==> config.mk <==
export PLATFORM = sky130hd
export DESIGN_NAME = memwait_ctrl
export DESIGN_NICKNAME = d
export VERILOG_FILES = /design/src/rtl/memwait_pkg.sv /design/src/rtl/memwait_decode.sv /design/src/rtl/memwait_rules.sv /design/src/rtl/memwait_seq.sv /design/src/rtl/memwait_ctrl.sv
export SDC_FILE = /design/constraint.sdc
export NUM_CORES = 1
export LEC_CHECK = 0
export BUFFER_PORTS_ARGS = -buffer_cell sky130_fd_sc_hd__buf_2
export CORE_ASPECT_RATIO = 2
export CORE_MARGIN = 2
export CORE_UTILIZATION = 25
export DETAILED_ROUTE_END_ITERATION = 10
export PLACE_DENSITY = 0.6
export SLEW_MARGIN = 20
export SYNTH_ARGS = -nofsm -noshare
export SYNTH_HDL_FRONTEND = slang
export SYNTH_SLANG_ARGS = --single-unit
==> constraint.sdc <==
create_clock -name clk -period 1.7 [get_ports clk]
set_input_delay 0.085 -clock clk [delete_from_list [all_inputs] [get_ports clk]]
set_output_delay 0.085 -clock clk [all_outputs]
set_load 0.05 [all_outputs]
==> src/rtl/memwait_pkg.sv <==
package memwait_pkg;

  typedef enum logic [3:0] {
    RG_NONE = 4'd0,
    RG_BOOT = 4'd1,
    RG_SLOW = 4'd2,
    RG_FAST = 4'd3,
    RG_IO   = 4'd4,
    RG_PAL  = 4'd5,
    RG_VRAM = 4'd6,
    RG_OAM  = 4'd7,
    RG_CART = 4'd8,
    RG_SRAM = 4'd9
  } region_t;

  localparam logic [1:0] SZ_BYTE = 2'd0;
  localparam logic [1:0] SZ_HALF = 2'd1;
  localparam logic [1:0] SZ_WORD = 2'd2;

  // window spans inside each 16 MB page
  localparam logic [23:0] SPAN_BOOT = 24'h004000;
  localparam logic [23:0] SPAN_SLOW = 24'h040000;
  localparam logic [23:0] SPAN_FAST = 24'h008000;
  localparam logic [23:0] SPAN_IO   = 24'h000400;
  localparam logic [23:0] SPAN_PAL  = 24'h000400;
  localparam logic [23:0] SPAN_VRAM = 24'h018000;
  localparam logic [23:0] SPAN_OAM  = 24'h000400;
  localparam logic [23:0] SPAN_SRAM = 24'h010000;

endpackage

==> src/rtl/memwait_decode.sv <==
module memwait_decode
  import memwait_pkg::*;
#(
  parameter int AW = 28
) (
  input  logic [AW-1:0] addr_i,
  output region_t       region_o
);

  logic [3:0]  page;
  logic [23:0] off;

  assign page = addr_i[AW-1:AW-4];
  assign off  = addr_i[23:0];

  always_comb begin
    region_o = RG_NONE;
    case (page)
      4'h0: if (off < SPAN_BOOT) region_o = RG_BOOT;
      4'h2: if (off < SPAN_SLOW) region_o = RG_SLOW;
      4'h3: if (off < SPAN_FAST) region_o = RG_FAST;
      4'h4: if (off < SPAN_IO)   region_o = RG_IO;
      4'h5: if (off < SPAN_PAL)  region_o = RG_PAL;
      4'h6: if (off < SPAN_VRAM) region_o = RG_VRAM;
      4'h7: if (off < SPAN_OAM)  region_o = RG_OAM;
      4'h8, 4'h9, 4'hA, 4'hB, 4'hC, 4'hD: region_o = RG_CART;
      4'hE: if (off < SPAN_SRAM) region_o = RG_SRAM;
      default: region_o = RG_NONE;
    endcase
  end

endmodule

==> src/rtl/memwait_rules.sv <==
module memwait_rules
  import memwait_pkg::*;
#(
  parameter int CNT_W     = 4,
  parameter int SLOW_CYC  = 3,
  parameter int CART_NSEQ = 5,
  parameter int CART_SEQ  = 3,
  parameter int SRAM_CYC  = 5
) (
  input  region_t          region_i,
  input  logic [1:0]       size_i,
  input  logic             write_i,
  output logic             err_o,
  output logic             two_o,
  output logic [CNT_W-1:0] cyc0_o,
  output logic [CNT_W-1:0] cyc1_o,
  output logic             video_o
);

  localparam logic [CNT_W-1:0] ONE = CNT_W'(1);

  logic narrow16;
  logic ro_hit;
  logic byte_wr_bad;
  logic width_bad;

  always_comb begin
    cyc0_o   = ONE;
    cyc1_o   = ONE;
    narrow16 = 1'b0;
    video_o  = 1'b0;
    case (region_i)
      RG_SLOW: begin
        cyc0_o   = CNT_W'(SLOW_CYC);
        cyc1_o   = CNT_W'(SLOW_CYC);
        narrow16 = 1'b1;
      end
      RG_PAL, RG_VRAM: begin
        narrow16 = 1'b1;
        video_o  = 1'b1;
      end
      RG_OAM:  video_o = 1'b1;
      RG_CART: begin
        cyc0_o   = CNT_W'(CART_NSEQ);
        cyc1_o   = CNT_W'(CART_SEQ);
        narrow16 = 1'b1;
      end
      RG_SRAM: cyc0_o = CNT_W'(SRAM_CYC);
      default: ;
    endcase
  end

  assign ro_hit      = write_i && (region_i == RG_BOOT || region_i == RG_CART);
  assign byte_wr_bad = write_i && (size_i == SZ_BYTE) && video_o;
  assign width_bad   = (size_i == 2'd3) || (region_i == RG_SRAM && size_i != SZ_BYTE);
  assign err_o       = (region_i == RG_NONE) || ro_hit || byte_wr_bad || width_bad;
  assign two_o       = narrow16 && (size_i == SZ_WORD) && !err_o;

endmodule

==> src/rtl/memwait_seq.sv <==
module memwait_seq #(
  parameter int CNT_W = 4
) (
  input  logic             clk,
  input  logic             rst_n,
  input  logic             start_i,
  input  logic             err_i,
  input  logic             two_i,
  input  logic [CNT_W-1:0] cyc0_i,
  input  logic [CNT_W-1:0] cyc1_i,
  input  logic             video_i,
  input  logic             disp_busy_i,
  output logic             busy_o,
  output logic             beat_o,
  output logic             two_o,
  output logic             err_o,
  output logic             strobe_o,
  output logic             done_o
);

  localparam logic [CNT_W-1:0] ONE = CNT_W'(1);
  localparam int LEN_W   = CNT_W + 2;
  localparam int MAX_LEN = 2 * (2 ** CNT_W) + 2;

  logic             busy_q, busy_d;
  logic             beat_q, beat_d;
  logic             pen_q, pen_d;
  logic [CNT_W-1:0] cnt_q, cnt_d;
  logic             err_q, two_q, video_q;
  logic [CNT_W-1:0] cyc1_q;
  logic             load_en;
  logic             last_cyc, stall, beat_done, final_beat;

  assign load_en    = start_i && !busy_q;
  assign last_cyc   = busy_q && (cnt_q == '0);
  assign stall      = last_cyc && video_q && !err_q && disp_busy_i && !pen_q;
  assign beat_done  = last_cyc && !stall;
  assign final_beat = beat_done && (beat_q || !two_q);

  always_comb begin
    busy_d = busy_q;
    beat_d = beat_q;
    pen_d  = pen_q;
    cnt_d  = cnt_q;
    if (!busy_q) begin
      if (start_i) begin
        busy_d = 1'b1;
        beat_d = 1'b0;
        pen_d  = 1'b0;
        cnt_d  = err_i ? '0 : cyc0_i - ONE;
      end
    end else if (stall) begin
      pen_d = 1'b1;
    end else if (beat_done) begin
      if (final_beat) begin
        busy_d = 1'b0;
      end else begin
        beat_d = 1'b1;
        pen_d  = 1'b0;
        cnt_d  = cyc1_q - ONE;
      end
    end else begin
      cnt_d = cnt_q - ONE;
    end
  end

  always_ff @(posedge clk or negedge rst_n) begin
    if (!rst_n) begin
      busy_q <= 1'b0;
      beat_q <= 1'b0;
      pen_q  <= 1'b0;
      cnt_q  <= '0;
    end else begin
      busy_q <= busy_d;
      beat_q <= beat_d;
      pen_q  <= pen_d;
      cnt_q  <= cnt_d;
    end
  end

  always_ff @(posedge clk or negedge rst_n) begin
    if (!rst_n) begin
      err_q   <= 1'b0;
      two_q   <= 1'b0;
      video_q <= 1'b0;
      cyc1_q  <= '0;
    end else if (load_en) begin
      err_q   <= err_i;
      two_q   <= two_i && !err_i;
      video_q <= video_i;
      cyc1_q  <= cyc1_i;
    end
  end

  assign busy_o   = busy_q;
  assign beat_o   = beat_q;
  assign two_o    = two_q;
  assign err_o    = err_q;
  assign strobe_o = beat_done && !err_q;
  assign done_o   = final_beat;

  // occupancy counter for the bounded-latency check
  logic [LEN_W-1:0] len_q;
  always_ff @(posedge clk or negedge rst_n) begin
    if (!rst_n)      len_q <= '0;
    else if (!busy_q) len_q <= '0;
    else             len_q <= len_q + LEN_W'(1);
  end


  done_pulse_chk: assert property (@(posedge clk) disable iff (!rst_n)
    done_o |=> !done_o);


  pen_once_chk: assert property (@(posedge clk) disable iff (!rst_n)
    stall |=> !stall);


  err_fast_chk: assert property (@(posedge clk) disable iff (!rst_n)
    (load_en && err_i) |=> (done_o && !strobe_o));


  busy_len_chk: assert property (@(posedge clk) disable iff (!rst_n)
    busy_q |-> (int'(len_q) <= MAX_LEN));

endmodule

==> src/rtl/memwait_ctrl.sv <==
module memwait_ctrl
  import memwait_pkg::*;
#(
  parameter int CNT_W     = 4,
  parameter int SLOW_CYC  = 3,
  parameter int CART_NSEQ = 5,
  parameter int CART_SEQ  = 3,
  parameter int SRAM_CYC  = 5
) (
  input  logic        clk,
  input  logic        rst_n,
  input  logic        req_valid,
  input  logic [31:0] req_addr,
  input  logic [1:0]  req_size,
  input  logic        req_write,
  input  logic [31:0] req_wdata,
  input  logic        disp_busy,
  output logic        rsp_ready,
  output logic        rsp_err,
  output logic [31:0] rsp_rdata,
  output logic [3:0]  mem_region,
  output logic [27:0] mem_addr,
  output logic        mem_strobe,
  output logic        mem_we,
  output logic [31:0] mem_wdata,
  input  logic [31:0] mem_rdata
);

  localparam int AW = 28;
  localparam int DW = 32;
  localparam int HW = DW / 2;

  // reset: asserted asynchronously, released on the clock
  logic [1:0] rst_sync_q;
  logic       rst_n_s;
  always_ff @(posedge clk or negedge rst_n) begin
    if (!rst_n) rst_sync_q <= 2'b00;
    else        rst_sync_q <= {rst_sync_q[0], 1'b1};
  end
  assign rst_n_s = rst_sync_q[1];

  region_t          rg_now;
  logic             r_err, r_two, r_video;
  logic [CNT_W-1:0] r_cyc0, r_cyc1;
  logic             busy, beat, two_act, err_act, strobe, done;

  memwait_decode #(.AW(AW)) u_dec (
    .addr_i   (req_addr[AW-1:0]),
    .region_o (rg_now)
  );

  memwait_rules #(
    .CNT_W(CNT_W), .SLOW_CYC(SLOW_CYC), .CART_NSEQ(CART_NSEQ),
    .CART_SEQ(CART_SEQ), .SRAM_CYC(SRAM_CYC)
  ) u_rules (
    .region_i (rg_now),
    .size_i   (req_size),
    .write_i  (req_write),
    .err_o    (r_err),
    .two_o    (r_two),
    .cyc0_o   (r_cyc0),
    .cyc1_o   (r_cyc1),
    .video_o  (r_video)
  );

  memwait_seq #(.CNT_W(CNT_W)) u_seq (
    .clk         (clk),
    .rst_n       (rst_n_s),
    .start_i     (req_valid),
    .err_i       (r_err),
    .two_i       (r_two),
    .cyc0_i      (r_cyc0),
    .cyc1_i      (r_cyc1),
    .video_i     (r_video),
    .disp_busy_i (disp_busy),
    .busy_o      (busy),
    .beat_o      (beat),
    .two_o       (two_act),
    .err_o       (err_act),
    .strobe_o    (strobe),
    .done_o      (done)
  );

  region_t       region_q;
  logic          write_q;
  logic [HW-1:0] lo_q;
  logic          acc_en, lo_en;

  assign acc_en = req_valid && !busy;
  assign lo_en  = strobe && !beat;

  always_ff @(posedge clk or negedge rst_n_s) begin
    if (!rst_n_s) begin
      region_q <= RG_NONE;
      write_q  <= 1'b0;
    end else if (acc_en) begin
      region_q <= rg_now;
      write_q  <= req_write;
    end
  end

  always_ff @(posedge clk or negedge rst_n_s) begin
    if (!rst_n_s)   lo_q <= '0;
    else if (lo_en) lo_q <= mem_rdata[HW-1:0];
  end

  logic [DW-1:0] rd_full;
  always_comb begin
    if (two_act)                rd_full = {mem_rdata[HW-1:0], lo_q};
    else if (region_q == RG_SRAM) rd_full = {{(DW-8){1'b0}}, mem_rdata[7:0]};
    else                        rd_full = mem_rdata;
  end

  always_comb begin
    if (beat)         mem_wdata = {{HW{1'b0}}, req_wdata[DW-1:HW]};
    else if (two_act) mem_wdata = {{HW{1'b0}}, req_wdata[HW-1:0]};
    else              mem_wdata = req_wdata;
  end

  assign mem_addr   = req_addr[AW-1:0] + (beat ? AW'(2) : AW'(0));
  assign mem_region = region_q;
  assign mem_strobe = strobe;
  assign mem_we     = strobe && write_q;
  assign rsp_ready  = done;
  assign rsp_err    = done && err_act;
  assign rsp_rdata  = (done && !err_act && !write_q) ? rd_full : '0;


  ro_write_chk: assert property (@(posedge clk) disable iff (!rst_n_s)
    mem_we |-> !(mem_region == RG_BOOT || mem_region == RG_CART));


  sram_byte_chk: assert property (@(posedge clk) disable iff (!rst_n_s)
    (mem_strobe && mem_region == RG_SRAM) |-> (req_size == SZ_BYTE));


  err_zero_chk: assert property (@(posedge clk) disable iff (!rst_n_s)
    rsp_err |-> (rsp_ready && rsp_rdata == '0 && !mem_strobe));


  video_byte_wr_chk: assert property (@(posedge clk) disable iff (!rst_n_s)
    (mem_we && (mem_region == RG_PAL || mem_region == RG_VRAM || mem_region == RG_OAM))
      |-> (req_size != SZ_BYTE));


  idle_quiet_chk: assert property (@(posedge clk) disable iff (!rst_n_s)
    !busy |-> (!rsp_ready && !mem_strobe));

endmodule

==> results.md <==
- Tmin final: approximately 2.2 ns
- Root Buffer: clkbuf_16
- Worst r2r dst: lo_q[8]$_DFFE_PN0P_
- R2R depth: 7
- #FFs+latches synth: 35
- RSZ-0062 raised after global routing: true
- Busiest grt layer: met2
- DRT Pass-1 Iters: 6
- CTS Buf Count: 5
- PD cells: roughly 1100 nW/µm²
- CP Capture Type: output port
- Synth top area share: 0.285
- Total Wirelength: around 13000 µm
- Fillcell total: ~1000
- Slew Limit Fails: 0
- P_leak: between 3 and 4 nW
- Average cell area after synthesis: between 8 and 9 µm²
- Largest net degree at the start of global routing: 34
- Initial Util: 0.255
- Cell taking the most area after synthesis: dfrtp_1
- WL/cell: around 16 µm
- Max FO, Critical Path: 5
- Die height: 161 µm
- Async SR Flop Fraction: 1.00
- Post-Synthesis Cells: 357
- Worst-Margin Slew: approximately 0.62 ns
- Mapped Area: 3070 µm²
- Final setup margin: -0.465 ns
- Design Area, Final: 6830 µm²
- Number of synthesized flops with an enable pin: 0
- R2R Setup Slk: -0.30 ns
- Worst min path class: in2reg
- VDD IR max: 759 µV
- PortBufs: 196
- CP arrival: ~2.1 ns
- H-tree depth: 2
- Fin nets: about 750
- Peak Freq: 0.462 GHz
- Post-DP HPWL: about 9400 µm
- CTS tree: built
- N_diodes: 0
- CP Launch Type: register
- Top_reg_cell synth: dfrtp_1
- Proportion of layout cells with a drive suffix above 1: 0.701
- CTS sink count: 35
- Maxcap violations: 0
- Clk Latency, worst-skew pair: ~0.28 ns
- Core ar.: 12100 µm²
- Grt ovf: 0
- Grt met1 use: 0.170
- Clock transition at the registers of the reported paths: around 0.05 ns
- Vias/cell: 4.98
- Post-Syn Nets: roughly 460
- Vias in the first global route: around 4200
- Vias after detailed routing: 3948
- Total GRT Usage: 0.187
- Worst path required time: ~1.6 ns
- Die ar.: 13300 µm²
- CP Launch Point: u_seq.beat_o$_DFFE_PN0P_
- Violated checks: setup timing
- Status: complete, but fails checks
- Total placed cells including tap cells: between 700 and 800
- Finished Layout Cells: 793
- Post-DRT Antenna Nets: 0
- Top post-synthesis cells by area: dfrtp_1 (28%), mux2_2 (12%), nor2_1 (6.6%)
- Critical Path End: mem_addr[19]
- Worst Skew: between 0.002 and 0.003 ns
- Yosys warns: 0
- Row count: 57
- Residual DRC: 0
- Count of different cell masters after synthesis: 60
- First-pass GRT wire length: about 20000 µm
- Tcrit/Tclk final: 1.27
- Grt met2 use: 0.380
- CTS Buffer Depth: 2
- Most common cell after layout, fill and taps aside: buf_2
- Most frequent cells in the layout: buf_2 (119), buf_4 (91), buf_6 (57)
- GRT met3 Usage: 0.0309
- Die X: 82.4 µm
- Worst rel slew slack: 0.588
- Final RePlAce weighted congestion: slightly above 0.8
- Final setup fails: just under 80
- I/O pin count: slightly above 200
- Initial antenna violation count: 0
- Final Hold Fails: 0
- R2R Path Start: u_seq.cnt_q[2]$_DFFE_PN0P_
- P&R area growth vs syn: 122%
- Crit Path Class: reg2out
- Initial DRC Count: roughly 130
- Placed Area: ~5500 µm²
- Sequential fraction of the synthesis area: 0.285
layer usage:
| metal | vias up | wire length (µm) |
|---|---|---|
| li1 | 1868 | - |
| met1 | 1916 | 4080 |
| met2 | 138 | 7750 |
| met3 | 26 | 646 |
| met4 | 0 | 337 |
| met5 | - | 0 |
cell usage after synthesis (3+ instances only):
master	n
a21oi_1	6
a22oi_1	24
a41oi_1	4
and2_1	20
and3_1	3
and4_1	3
buf_2	3
buf_4	3
clkbuf_1	13
dfrtp_1	35
ha_1	3
inv_1	6
mux2_2	32
mux2i_1	8
nand2_1	34
nand2b_1	7
nand3_1	13
nand4_1	7
nor2_1	54
nor4_4	3
o21ai_0	7
o22ai_1	3
xnor2_1	18
xor2_1	7
flip-flops by register name (all words and copies together) (netlist names):
register and count:
u_seq.err_o 1, u_seq.cnt_q 4, u_seq.two_o 1, u_seq.busy_o 1
u_seq.pen_q 1, u_seq.beat_o 1, rst_sync_q 2, lo_q 16
write_q 1, u_seq.cyc1_q 2, mem_region 4, u_seq.video_q 1
worst min-delay path by stage:
stage | start | end | cells past startpoint
after global routing | mem_rdata[11] | lo_q[11]$_DFFE_PN0P_ | 2
after global placement | rst_n | rst_sync_q[0]$_DFF_PN0_ | 1
after CTS | req_write | write_q$_DFFE_PN0P_ | 3
after floorplan | rst_n | rst_sync_q[0]$_DFF_PN0_ | 0
after detailed placement | rst_n | rst_sync_q[0]$_DFF_PN0_ | 1
final | mem_rdata[12] | lo_q[12]$_DFFE_PN0P_ | 2
per-stage QoR:
step	utilization	hold slack (ns)	TNS, ns	worst slack [ns]	power, mW
final	0.567	0.0688	-23.09	-0.465	7.28
after global routing	0.567	0.0693	-32.19	-0.582	7.70
after CTS	0.543	0.0604	-22.53	-0.487	7.12
after detailed placement	0.458	-0.123	-14.70	-0.365	5.38
after global placement	0.458	-0.130	-11.89	-0.318	5.30
after floorplan	-	-0.211	-17.82	-0.369	4.24
kinds of logic after synthesis:
group	Yosys count	share of synthesized area
XOR/XNOR	25	0.0712
flip-flops	35	0.285
adder cells (fa/ha/maj)	4	0.0155
AND/OR/NAND/NOR	167	0.302
AO/OA/AOI/OAI	58	0.142
buffers and inverters	27	0.0403
other	1	0.00122
multiplexers	40	0.143
power breakdown:
group          switching (mW)  internal, mW  total (mW)
clock network           0.345         0.540       0.885
logic                    2.82          2.19        5.00
registers               0.252          1.14        1.39
final cells by class:
type	instances	area, µm²	share of cell area
multi-input cells	296	3150	0.461
flip-flops and latches	35	877	0.128
inverters	6	22.5	0.00330
repair buffers	301	2460	0.360
clock buffers	6	129	0.0189
well taps	147	184	0.0269
clock inverters	2	12.5	0.00183
worst max-delay path, cell delays in order, from the launching register on:
cell	delay (ns)
dfrtp_1	0.38
ha_4	0.16
ha_4	0.13
and4_4	0.22
nand4_1	0.18
nor2_4	0.17
buf_12	0.15
buf_6	0.10
xor2_2	0.14
buf_6	0.17
timing repair:
action                                  in CTS  in global routing
resized for setup                          193                 69
hold buffers                                 1                  0
cloned                                       2                  1
endpoints found under the setup margin      95                 98
pin swaps                                   29                 36
setup buffers                               13                 10
endpoints found under the hold margin        2                  0
Note: power is estimated with default switching activity, not from simulation.
